<file path="config.mk">
export PLATFORM = sky130hd
export DESIGN_NAME = mcast_hash_filter
export DESIGN_NICKNAME = d
export VERILOG_FILES = /design/src/rtl/mcast_hash_filter.sv
export SDC_FILE = /design/constraint.sdc
export NUM_CORES = 1
export LEC_CHECK = 0
export ABC_AREA = 1
export BUFFER_PORTS_ARGS = -buffer_cell sky130_fd_sc_hd__buf_2
export CORE_MARGIN = 10
export CORE_UTILIZATION = 30
export DETAILED_ROUTE_END_ITERATION = 8
export REMOVE_ABC_BUFFERS = 1
export SETUP_SLACK_MARGIN = 0.2
export SYNTH_ARGS = -nofsm -noshare
export SYNTH_HDL_FRONTEND = slang
export SYNTH_SLANG_ARGS = --single-unit
</file>
<file path="constraint.sdc">
create_clock -name clk -period 2.95 [get_ports clk]
set_clock_uncertainty 0.2 [all_clocks]
set_input_delay 0.1475 -clock clk [delete_from_list [all_inputs] [get_ports clk]]
set_output_delay 0.1475 -clock clk [all_outputs]
set_load 0.005 [all_outputs]
</file>
<file path="src/rtl/mcast_hash_filter.sv">
module mcast_hash_filter #(
  parameter int          ADDR_BYTES = 6,
  parameter logic [31:0] POLY_REFL  = 32'hEDB88320
) (
  input  logic                    clk,
  input  logic                    rst_n,
  input  logic                    hst_wr,
  input  logic                    hst_clr,
  input  logic                    hst_sel,
  input  logic [31:0]             hst_wdata,
  output logic [31:0]             hst_rdata,
  input  logic                    rx_valid,
  input  logic [8*ADDR_BYTES-1:0] rx_addr,
  output logic                    busy,
  output logic                    res_valid,
  output logic                    res_hit,
  output logic [5:0]              res_index
);
  localparam int AW = 8 * ADDR_BYTES;
  localparam int CW = $clog2(ADDR_BYTES + 1);

  logic [1:0][31:0] tbl_q;
  logic [AW-1:0]    addr_q;
  logic [31:0]      crc_q;
  logic [31:0]      hash;
  logic [CW-1:0]    cnt_q;
  logic             busy_q, mc_q;
  logic             res_valid_q, res_hit_q;
  logic [5:0]       res_index_q;
  logic [5:0]       idx;

  function automatic logic [31:0] crc_byte(input logic [31:0] c, input logic [7:0] b);
    logic [31:0] r;
    r = c;
    for (int i = 0; i < 8; i++) begin
      if (r[0] ^ b[i]) r = (r >> 1) ^ POLY_REFL;
      else             r = r >> 1;
    end
    return r;
  endfunction

  for (genvar i = 0; i < 32; i++) begin : g_rev
    assign hash[i] = ~crc_q[31-i];
  end
  assign idx = hash[31:26];

  always_ff @(posedge clk) begin
    if (!rst_n) tbl_q <= '0;
    else if (hst_clr) tbl_q <= '0;
    else if (hst_wr) tbl_q[hst_sel] <= hst_wdata;
  end

  always_ff @(posedge clk) begin
    if (!rst_n) begin
      addr_q      <= '0;
      crc_q       <= '1;
      cnt_q       <= '0;
      busy_q      <= 1'b0;
      mc_q        <= 1'b0;
      res_valid_q <= 1'b0;
      res_hit_q   <= 1'b0;
      res_index_q <= '0;
    end else begin
      res_valid_q <= 1'b0;
      if (!busy_q) begin
        if (rx_valid) begin
          addr_q <= rx_addr;
          crc_q  <= '1;
          cnt_q  <= '0;
          busy_q <= 1'b1;
          mc_q   <= rx_addr[AW-8];
        end
      end else if (cnt_q == CW'(ADDR_BYTES)) begin
        busy_q      <= 1'b0;
        res_valid_q <= 1'b1;
        res_index_q <= idx;
        res_hit_q   <= !mc_q || tbl_q[idx[5]][idx[4:0]];
      end else begin
        crc_q  <= crc_byte(crc_q, addr_q[AW-1 -: 8]);
        addr_q <= addr_q << 8;
        cnt_q  <= cnt_q + 1'b1;
      end
    end
  end

  assign hst_rdata = tbl_q[hst_sel];
  assign busy      = busy_q;
  assign res_valid = res_valid_q;
  assign res_hit   = res_hit_q;
  assign res_index = res_index_q;
endmodule

</file>
Word-level counts from Yosys, hierarchy flattened. Cells that the tools add are included.

Add/sub/neg operators: 1. $lt $le $gt $ge: 4. Equal/unequal tests: 2. Mux-type cells: 51. Bitwise operators: 24. Reduce and logical (&&, ||, !) cells: 9.

Operators with widths (count): 32-bit 2-to-1 mux (37); 48-bit 2-to-1 mux (3); 13-bit NOT with 14-bit output (8); 64-bit bitwise mux (1); 32-bit demux with 1-bit select (1); 3-bit 2-to-1 mux (3); 1-bit NOT (8); 2-bit AND reduction (4); 1-bit bitwise XOR (8); 5-bit by 6-bit less-than comparator with 1-bit output, second input constant (1); 1-bit binary-select mux with 5-bit select (1); 1-bit 2-to-1 mux (5); 1-bit by 2-bit less-than comparator with 1-bit output, second input constant (2); 3-bit by 1-bit adder with 3-bit output, second input constant (1); 3-bit == test, second input constant (1); 2-bit inequality test, second input constant (1); 2-bit nonzero test (1); 2-bit OR reduction (1); 1-bit >= comparator, second input constant (1); 1-bit logical AND (1); 1-bit zero test (1); 1-bit logical OR (1).

Flip-flop bits (word level): 157. Output and inout bits: 41.

Longest topological paths before layout. Gate-level depths: netlist of run 1.

Depth in word-level cells: 39. Depth in mapped cells: 15. Depth with buffers taken out: 14.

Worst setup path after synthesis of run 1. No wires, ideal clock.

Path kind: flip-flop to flip-flop. Start: register cnt_q[0]. End: register crc_q[30]. Library setup time: 0.128 ns. Arrival time: 1.459 ns. Data required time: 2.622 ns. Slack: 1.163 ns. Cell stages (with the launch flop): 12. Buffers on the path: 1. Clock period less this slack: 1.787 ns. Cell sequence: dfxtp_1 > inv_1 > ha_1 > nand2_1 > inv_2 > nor2_2 > inv_1 > nand2_2 > inv_2 > buf_2 > a211oi_1 > o21ai_0.

Word-level cells in the longest chain between the ends: 3.

Ends and longest elaborated chain: start: declaration (line 26) `logic [CW-1:0] cnt_q;`; start signal: assignment (line 81) `cnt_q <= cnt_q + 1'b1;`; 3-bit == test (line 73) `end else if (cnt_q == CW'(ADDR_BYTES)) begin`; 2-bit inequality test (no line); 2-bit AND reduction (no line); end signal: assignment (line 79) `crc_q <= crc_byte(crc_q, addr_q[AW-1 -: 8]);`; end: declaration (line 24) `logic [31:0] crc_q;`.

Every way passes these cells. A chain may end at the register's enable or synchronous reset.

Final worst setup path of run 1. Same ends and word-level chain as after synthesis.

==> impl_metrics.yaml, run 1 <==
outcome:
  status: "complete, no violations"
place:
  dp_hpwl_mm: 16.0
  dp.cells: 1561
  io_buffers: 126
  place.gp.congestion: 0.836
synth:
  synth_area_leader_cell: "dfxtp_1"
  synth_edf_count: 0
  yosysWarnings: 0
  ys_seq_area_share_pct: 39.9
  synthFlopType: "dfxtp_1"
  synth_common_cells: "nand2_1 (382), dfxtp_1 (157), o21ai_0 (127)"
  synth_seq_cells: 157
  syn-instance-count: 1161
  async_flop_share_pct: 0
  synth_most_common_cell: "nand2_1"
  syn_avg_cell_area_um2: 6.78
  synth_area_mm2: 0.00788
  synth_top_area_share_pct: 39.9
  ys_types: 32
  ys_top_cells_by_area: "dfxtp_1 (40%), nand2_1 (18%), o21ai_0 (8.1%)"
cts:
  cts_made_buffers: 17
  cts.sinks: 157
  path_clk_slew_ps: 80
  cts_tree: "built"
  htree_levels: 4
  cts_resized: 0
  max-clock-path-buffers: 2
  clock_latency_ps: 430
  cts_root_buf: "clkbuf_16"
cells_and_area:
  multi_input_area_mm2: 0.00410
  drive_above_1_share_pct: 16.3
  instances_no_fill: 1676
  regArea_mm2: 0.00314
  area.growth.synth_to_final_pct: 28.2
  layout.nets: 1415
  fin_util_pct: 39.0
  fillCellCount: 2740
worst_setup_path:
  worst-path-max-fanout: 36
  cp.arrival_ps: 2590
  cp-start-kind: "flip-flop"
  critPathRequiredTime_ps: 3050
  end_kind: "flip-flop"
  r2r_cells: 10
  crit_type: "reg2reg"
power:
  p_per_area_mw_per_mm2: 595
  ir_worst_vdd_v: 0.000393
  leakagePower_uw: 0.00449
timing:
  setup_viol: 0
  rsz0062_at_grt: "false"
  drv_slew: 0
  fmax_mhz: 402
  finalCriticalPeriod_ps: 2490
  period_share_pct: 84.3
  relSlewSlack_pct: 37.5
  setup-tns-final_ps: 0
  hold_violations: 0
  worst_pin_slew_ps: 932
floorplanning:
  die_x_um: 182
  start_util_pct: 30.4
  io_pins: 127
  rows: 59
  die_area_mm2: 0.0331
  die_y_um: 182
  core_area_mm2: 0.0259
global_routing:
  grt_pass1_vias: 7795
  grt_max_degree: 88
  grt_antenna_before_repair: 0
  grt_overflow: 0
  grt_first_pass_wirelength_mm: 40.3
  track_usage_pct: 14.6
drt:
  ant_nets: 0
  wl_per_cell_um: 14.8
  route.met3.wl_mm: 1.40
  vias: 8015
  vias_per_cell: 4.78
  maxUsedRoutingLayer: "met4"
  finalWirelength_mm: 24.7
  drt_iter0_drc: 536
  drc_errors: 0
  first_pass_iters: 5
  wl_met1_mm: 11.5
  dr_wl_met2_mm: 11.5
run:
  drv_cap: 0
min_path:
  hold_depth: 5
  hold_path_class: "in2reg"
[cells in the final DEF, fill, tap and decap left out, types with 2 or more instances in the layout]
cell type	synthesis	routed
clkbuf_16	0	17
nand2_1	382	382
nand2_4	8	9
a211oi_1	2	2
inv_8	0	2
inv_1	60	60
dfxtp_1	157	156
ha_1	2	2
o211ai_1	11	11
nor2_1	55	54
o21ai_1	5	5
a31oi_1	40	40
a21oi_1	67	67
nand2_2	12	11
clkinv_1	2	2
inv_6	1	6
nor2_2	1	2
dlygate4sd3_1	0	82
xor2_2	2	2
buf_4	3	12
clkinvlp_4	0	2
o21ai_0	127	127
inv_2	16	16
xor2_1	24	24
xnor2_1	10	10
clkinv_4	0	3
buf_2	26	126
nand3_1	96	96
[state kept, by name (all words and copies together) (netlist names)]
register	cells
cnt_q	3
res_hit	1
tbl_q	64
addr_q	48
mc_q	1
crc_q	32
res_valid	1
res_index	6
busy	1
[layer usage]
layer / global-route usage, % / up-vias
met2: 23.8 / 196
met5: 0 / -
met4: 3.97 / 0
li1: - / 4101
met3: 3.58 / 20
met1: 18.8 / 3698
[stage by stage]
| stage | area, um2 | worst slack (ps) | power [uW] | hold WS [ps] |
|---|---|---|---|---|
| after floorplan | 7550 | -1510 | 3430 | 31.6 |
| after global routing | 10100 | 252 | 6340 | 82.2 |
| final | 10100 | 464 | 6010 | 52.5 |
| after detailed placement | 8720 | 489 | 3860 | 208 |
| after global placement | 8720 | 577 | 3850 | 204 |
| after CTS | 10100 | 496 | 6060 | 36.7 |
[worst max-delay path: stages, from the launching register on]
cell and delay [ps]:
dfxtp_1 370, inv_1 60, ha_1 180, nand2_1 70, inv_2 80, nor2_2 150
inv_1 110, nand2_4 310, inv_2 380, a211oi_1 310, o21ai_0 120
[kinds of logic (layout without fill, tap and decap cells)]
| logic type | count (synthesis) | after routing | synth area share (%) |
|---|---|---|---|
| other cells | 0 | 1 | 0 |
| buf+inv | 154 | 333 | 8.09 |
| fa+ha+maj | 2 | 2 | 0.318 |
| xor+xnor | 39 | 39 | 5.10 |
| flops | 157 | 157 | 39.9 |
| simple gates | 556 | 556 | 29.4 |
| compound gates | 253 | 253 | 17.2 |
[where the power goes]
| part | internal [uW] | total (uW) | switching, uW |
|---|---|---|---|
| registers | 2270 | 2380 | 110 |
| clock network | 1110 | 2110 | 997 |
| logic | 570 | 1520 | 952 |
| total | 3950 | 6010 | 2060 |
[cell type report]
type	count	area share, %
tap	335	4.15
sequential	157	31.1
timing repair buffer	221	15.5
clock inverter	14	1.28
inverter	80	3.05
antenna	1	0.0248
multi-input combinational	850	40.6
clock buffer	18	4.25
[timing repair]
item                      in CTS  in global routing
setup buffers                  0                  0
hold buffers                  82                  0
hold endpoints to repair     116                  0
[path summary, 6_finish.rpt]
| path | end | start | slack, ps |
|---|---|---|---|
| worst max register to register | crc_q[30] | cnt_q[0] | 460 |
| worst min-delay path | tbl_q[5] | hst_wr | 50 |
| worst max-delay path | crc_q[30] | cnt_q[0] | 460 |
| worst min register to register | res_index[2] | res_index[2] | 260 |
Note: power is estimated with default switching activity, not from simulation.
==> run 2: changes to the inputs <==
==> constraint.sdc (replaced) <==
create_clock -name clk -period 2.4 [get_ports clk]
set_clock_uncertainty 0.2 [all_clocks]
set_input_delay 0.12 -clock clk [delete_from_list [all_inputs] [get_ports clk]]
set_output_delay 0.12 -clock clk [all_outputs]
set_load 0.005 [all_outputs]
==> impl_metrics.yaml, run 2 (synthesis results as in run 1) <==
timing:
  finalCriticalPeriod_ps: 2110
  fmax_mhz: 474
  setup-tns-final_ps: 0
  relSlewSlack_pct: 54.1
  drv_slew: 0
  worst_pin_slew_ps: 689
  hold_violations: 0
  rsz0062_at_grt: "true"
  setup_viol: 0
  period_share_pct: 87.9
worst_setup_path:
  cp.arrival_ps: 2280
  crit_type: "in2reg"
  critPathRequiredTime_ps: 2570
  end_kind: "flip-flop"
  cp-start-kind: "primary input"
  worst-path-max-fanout: 57
power:
  totalPowerFinal_uw: 7480
  leakagePower_uw: 0.00459
  p_per_area_mw_per_mm2: 729
  ir_worst_vdd_v: 0.000474
cts:
  path_clk_slew_ps: 80
  clock_latency_ps: 430
  cts_root_buf: "clkbuf_16"
  cts_tree: "built"
  max-clock-path-buffers: 2
  cts.sinks: 157
  htree_levels: 4
  cts_made_buffers: 17
drt:
  vias: 8048
  wl_per_cell_um: 14.6
  maxUsedRoutingLayer: "met4"
  dr_wl_met2_mm: 11.3
  wl_met1_mm: 11.4
  finalWirelength_mm: 24.6
  vias_per_cell: 4.76
  drc_errors: 0
  ant_nets: 0
  drt_iter0_drc: 659
  route.met3.wl_mm: 1.53
  first_pass_iters: 6
global_routing:
  grt_first_pass_wirelength_mm: 40.3
  grt_pass1_vias: 7789
  track_usage_pct: 14.7
  grt_max_degree: 75
  grt_overflow: 0
  grt_antenna_before_repair: 0
cells_and_area:
  mostFrequentLayoutCells: "nand2_1 (382), dfxtp_1 (155), o21ai_0 (127)"
  layout.nets: 1430
  drive_above_1_share_pct: 16.9
  fillCellCount: 2747
  area.growth.synth_to_final_pct: 30.3
  largest_reg_flops: 64
  num_antenna_cells: 0
  regMostFlops: "tbl_q"
  final_common_cell: "nand2_1"
  top_regs: "tbl_q x64, addr_q x48, crc_q x32"
floorplanning:
  die_y_um: 182
  rows: 59
  io_pins: 127
  die_x_um: 182
  core_area_mm2: 0.0259
  die_area_mm2: 0.0331
  start_util_pct: 30.4
place:
  io_buffers: 126
  place.gp.congestion: 0.831
  dp_hpwl_mm: 16.0
min_path:
  hold_path_class: "in2reg"
outcome:
  status: "complete, no violations"
run:
  drv_cap: 0
run 2: final cells by class:
cell class | count | area, um2 | area share [%]
Timing Repair Buffer | 236 | 1700 | 16.6
Inverter | 80 | 313 | 3.05
Multi-Input combinational cell | 850 | 4100 | 40.0
Clock inverter | 15 | 151 | 1.48
Clock buffer | 17 | 425 | 4.15
Tap cell | 335 | 419 | 4.08
Sequential cell | 157 | 3150 | 30.7
run 2: path summary, 6_finish.rpt:
| path | start | end | slack, ps | cells after the start |
|---|---|---|---|---|
| setup / recovery | rst_n | tbl_q[5] | 290 | 8 |
| setup reg to reg | cnt_q[0] | crc_q[14] | 310 | 10 |
| hold reg to reg | res_index[3] | res_index[3] | 260 | 2 |
| hold / removal | hst_clr | tbl_q[51] | 60 | 5 |
run 2: metal layers:
| metal | track usage (%) | vias up |
|---|---|---|
| li1 | - | 4140 |
| met1 | 19.1 | 3664 |
| met2 | 23.8 | 222 |
| met3 | 3.34 | 22 |
| met4 | 4.07 | 0 |
| met5 | 0 | - |
run 2: critical path, stage by stage:
cell and delay [ps]:
buf_2 80, dlygate4sd3_1 560, inv_2 60, nor2_2 90, buf_6 330, inv_1 260
a21oi_1 190, dlygate4sd3_1 570
run 2: repair_timing:
item                                    in CTS  in global routing
gates resized for setup                      0                  9
hold buffers                                88                  0
endpoints found under the setup margin       0                 27
buffers inserted                             0                  0
endpoints found under the hold margin      115                  0
run 2: power breakdown:
group	total [uW]	internal [uW]	switching [uW]
Combinational	1910	730	1180
Clock	2650	1390	1260
Sequential	2930	2790	132
run 2: metrics by stage:
| stage | utilization [%] | std cells | area (um2) | setup slack, ps | hold WS [ps] |
|---|---|---|---|---|---|
| after floorplan | - | 1087 | 7550 | -2060 | 4.10 |
| after global placement | 33.9 | 1570 | 8780 | 309 | 176 |
| after detailed placement | 33.9 | 1570 | 8780 | 285 | 181 |
| after CTS | 39.5 | 1690 | 10200 | 230 | 81.1 |
| after global routing | 39.6 | 1690 | 10300 | 176 | 82.7 |
| final | 39.6 | 1690 | 10300 | 290 | 64.6 |
==> run 3: changes to the inputs <==
--- a/config.mk
+++ b/config.mk
@@ -8,8 +8,9 @@
 export ABC_AREA = 1
 export BUFFER_PORTS_ARGS = -buffer_cell sky130_fd_sc_hd__buf_2
 export CORE_MARGIN = 10
-export CORE_UTILIZATION = 30
+export CORE_UTILIZATION = 50
 export DETAILED_ROUTE_END_ITERATION = 8
+export PLACE_DENSITY = 0.72
 export REMOVE_ABC_BUFFERS = 1
 export SETUP_SLACK_MARGIN = 0.2
 export SYNTH_ARGS = -nofsm -noshare
==> impl_metrics.yaml, run 3 (synthesis results as in run 1) <==
cells_and_area:
  instances_no_fill: 1562
  fin_util_pct: 66.6
  drive_above_1_share_pct: 16.9
  layout.nets: 1425
  multi_input_area_mm2: 0.00410
  mostFrequentLayoutCells: "nand2_1 (382), dfxtp_1 (156), o21ai_0 (127)"
  final_common_cell: "nand2_1"
  regArea_mm2: 0.00314
  largest_reg_flops: 64
  top_regs: "tbl_q x64, addr_q x48, crc_q x32"
  area.growth.synth_to_final_pct: 29.5
  fillCellCount: 1354
  regMostFlops: "tbl_q"
place:
  dp.cells: 1444
  io_buffers: 126
  place.gp.congestion: 0.828
  dp_hpwl_mm: 14.5
  dp_slack_ps: 265
global_routing:
  grt_first_pass_wirelength_mm: 37.7
  track_usage_pct: 21.0
  grt_max_degree: 122
  grt_pass1_vias: 7408
  grt_antenna_before_repair: 1
  grt_overflow: 0
timing:
  relSlewSlack_pct: 52.5
  finalCriticalPeriod_ps: 2020
  setup-tns-final_ps: 0
  setup_viol: 0
  fmax_mhz: 496
  hold_violations: 0
  drv_slew: 0
  period_share_pct: 84.0
  worst_pin_slew_ps: 712
  worst_slack_ps: 384
  rsz0062_at_grt: "false"
power:
  ir_worst_vdd_v: 0.000554
  totalPowerFinal_uw: 7840
  p_per_area_mw_per_mm2: 768
  leakagePower_uw: 0.00461
drt:
  ant_nets: 0
  wl_per_cell_um: 15.2
  drt_iter0_drc: 758
  drc_errors: 0
  vias_per_cell: 5.20
  vias: 8130
  finalWirelength_mm: 23.8
  first_pass_iters: 5
cts:
  max-clock-path-buffers: 2
  cts_made_buffers: 17
  cts_root_buf: "clkbuf_16"
  cts.sinks: 157
  htree_levels: 4
  cts_setup_buffers: 0
  cts_tree: "built"
  path_clk_slew_ps: 60
  clock_latency_ps: 420
floorplanning:
  die_x_um: 146
  start_util_pct: 51.4
  io_pins: 127
  die_area_mm2: 0.0212
  die_y_um: 146
  rows: 45
  core_area_mm2: 0.0153
worst_setup_path:
  cp.depth: 12
  crit_top_cell: "nand2_1"
  end_kind: "flip-flop"
  worst-path-max-fanout: 10
  critPathBufInv: 3
  critPathMaxStageDelay_ps: 320
  cp.arrival_ps: 2090
  crit_type: "reg2reg"
  path_cells: "inv_2 -> nand2_1 -> nand2_4 -> inv_2 -> nand2_1 -> nand2_2 -> inv_2 -> nand2_1 -> nand2_1 -> nor2_1 -> o21ai_1 -> nand3_1"
  crit_family: "simple AND/OR/NAND/NOR gates"
  r2r_cells: 12
  critPathRequiredTime_ps: 2470
  cp-start-kind: "flip-flop"
  crit_slowest_cell: "dfxtp_1"
run:
  drv_cap: 0
min_path:
  hold_depth: 5
  hold_path_class: "in2reg"
outcome:
  status: "complete, no violations"
[run 3: changes by cell type in the layout (fill, tap and decap cells not counted), moves of 2 or more]
cell,before,now
clkinv_4,3,1
clkinv_8,2,0
buf_4,19,16
buf_6,2,0
clkbuf_16,17,19
inv_8,5,0
clkinvlp_4,1,3
bufinv_16,0,5
buf_12,0,3
dlygate4sd3_1,88,83
clkinv_2,1,3
[run 3: stage by stage]
step           cell area [um2]  hold WS [ps]
2_1_floorplan             7550          4.10
3_3_place_gp              8650           172
3_5_place_dp              8650           180
4_1_cts                  10100          33.6
5_1_grt                  10200          67.7
6_report                 10200          44.3
[run 3: cell type report]
type,instances,area share (%)
Multi-Input combinational cell,850,40.2
Sequential cell,157,30.8
Timing Repair Buffer,231,16.9
Clock buffer,18,4.31
Inverter,80,3.07
Tap cell,211,2.59
Clock inverter,14,2.10
Antenna cell,1,0.0245
[run 3: worst min-delay path: stages]
cell and delay, ps:
buf_2 150, nand2_1 90, inv_1 110, nor2_1 110, nor2_1 50
[run 3: path summary, 6_finish.rpt]
check / startpoint / end / slack, ps
hold / removal: hst_sel / tbl_q[42] / 40
hold reg to reg: addr_q[7] / addr_q[7] / 260
setup reg to reg: crc_q[4] / crc_q[17] / 380
setup / recovery: crc_q[4] / crc_q[17] / 380
[run 3: layer usage]
| layer | vias to the layer above | global-route usage (%) | wire length, um |
|---|---|---|---|
| li1 | 4128 | - | - |
| met2 | 293 | 34.3 | 11500 |
| met3 | 45 | 4.25 | 1490 |
| met4 | 0 | 6.67 | 456 |
| met1 | 3664 | 27.3 | 10400 |
| met5 | - | 0 | 0 |
[run 3: what timing repair did]
action | CTS | global route
hold buffers | 83 | 0
gates resized for setup | 0 | 4
endpoints found under the hold margin | 114 | 0
endpoints found under the setup margin | 0 | 68
[run 3: power breakdown]
group          total (uW)  switching (uW)  internal, uW
Combinational        1940            1200           743
Sequential           2920             128          2800
Clock                2980            1100          1870
Total                7840            2430          5410
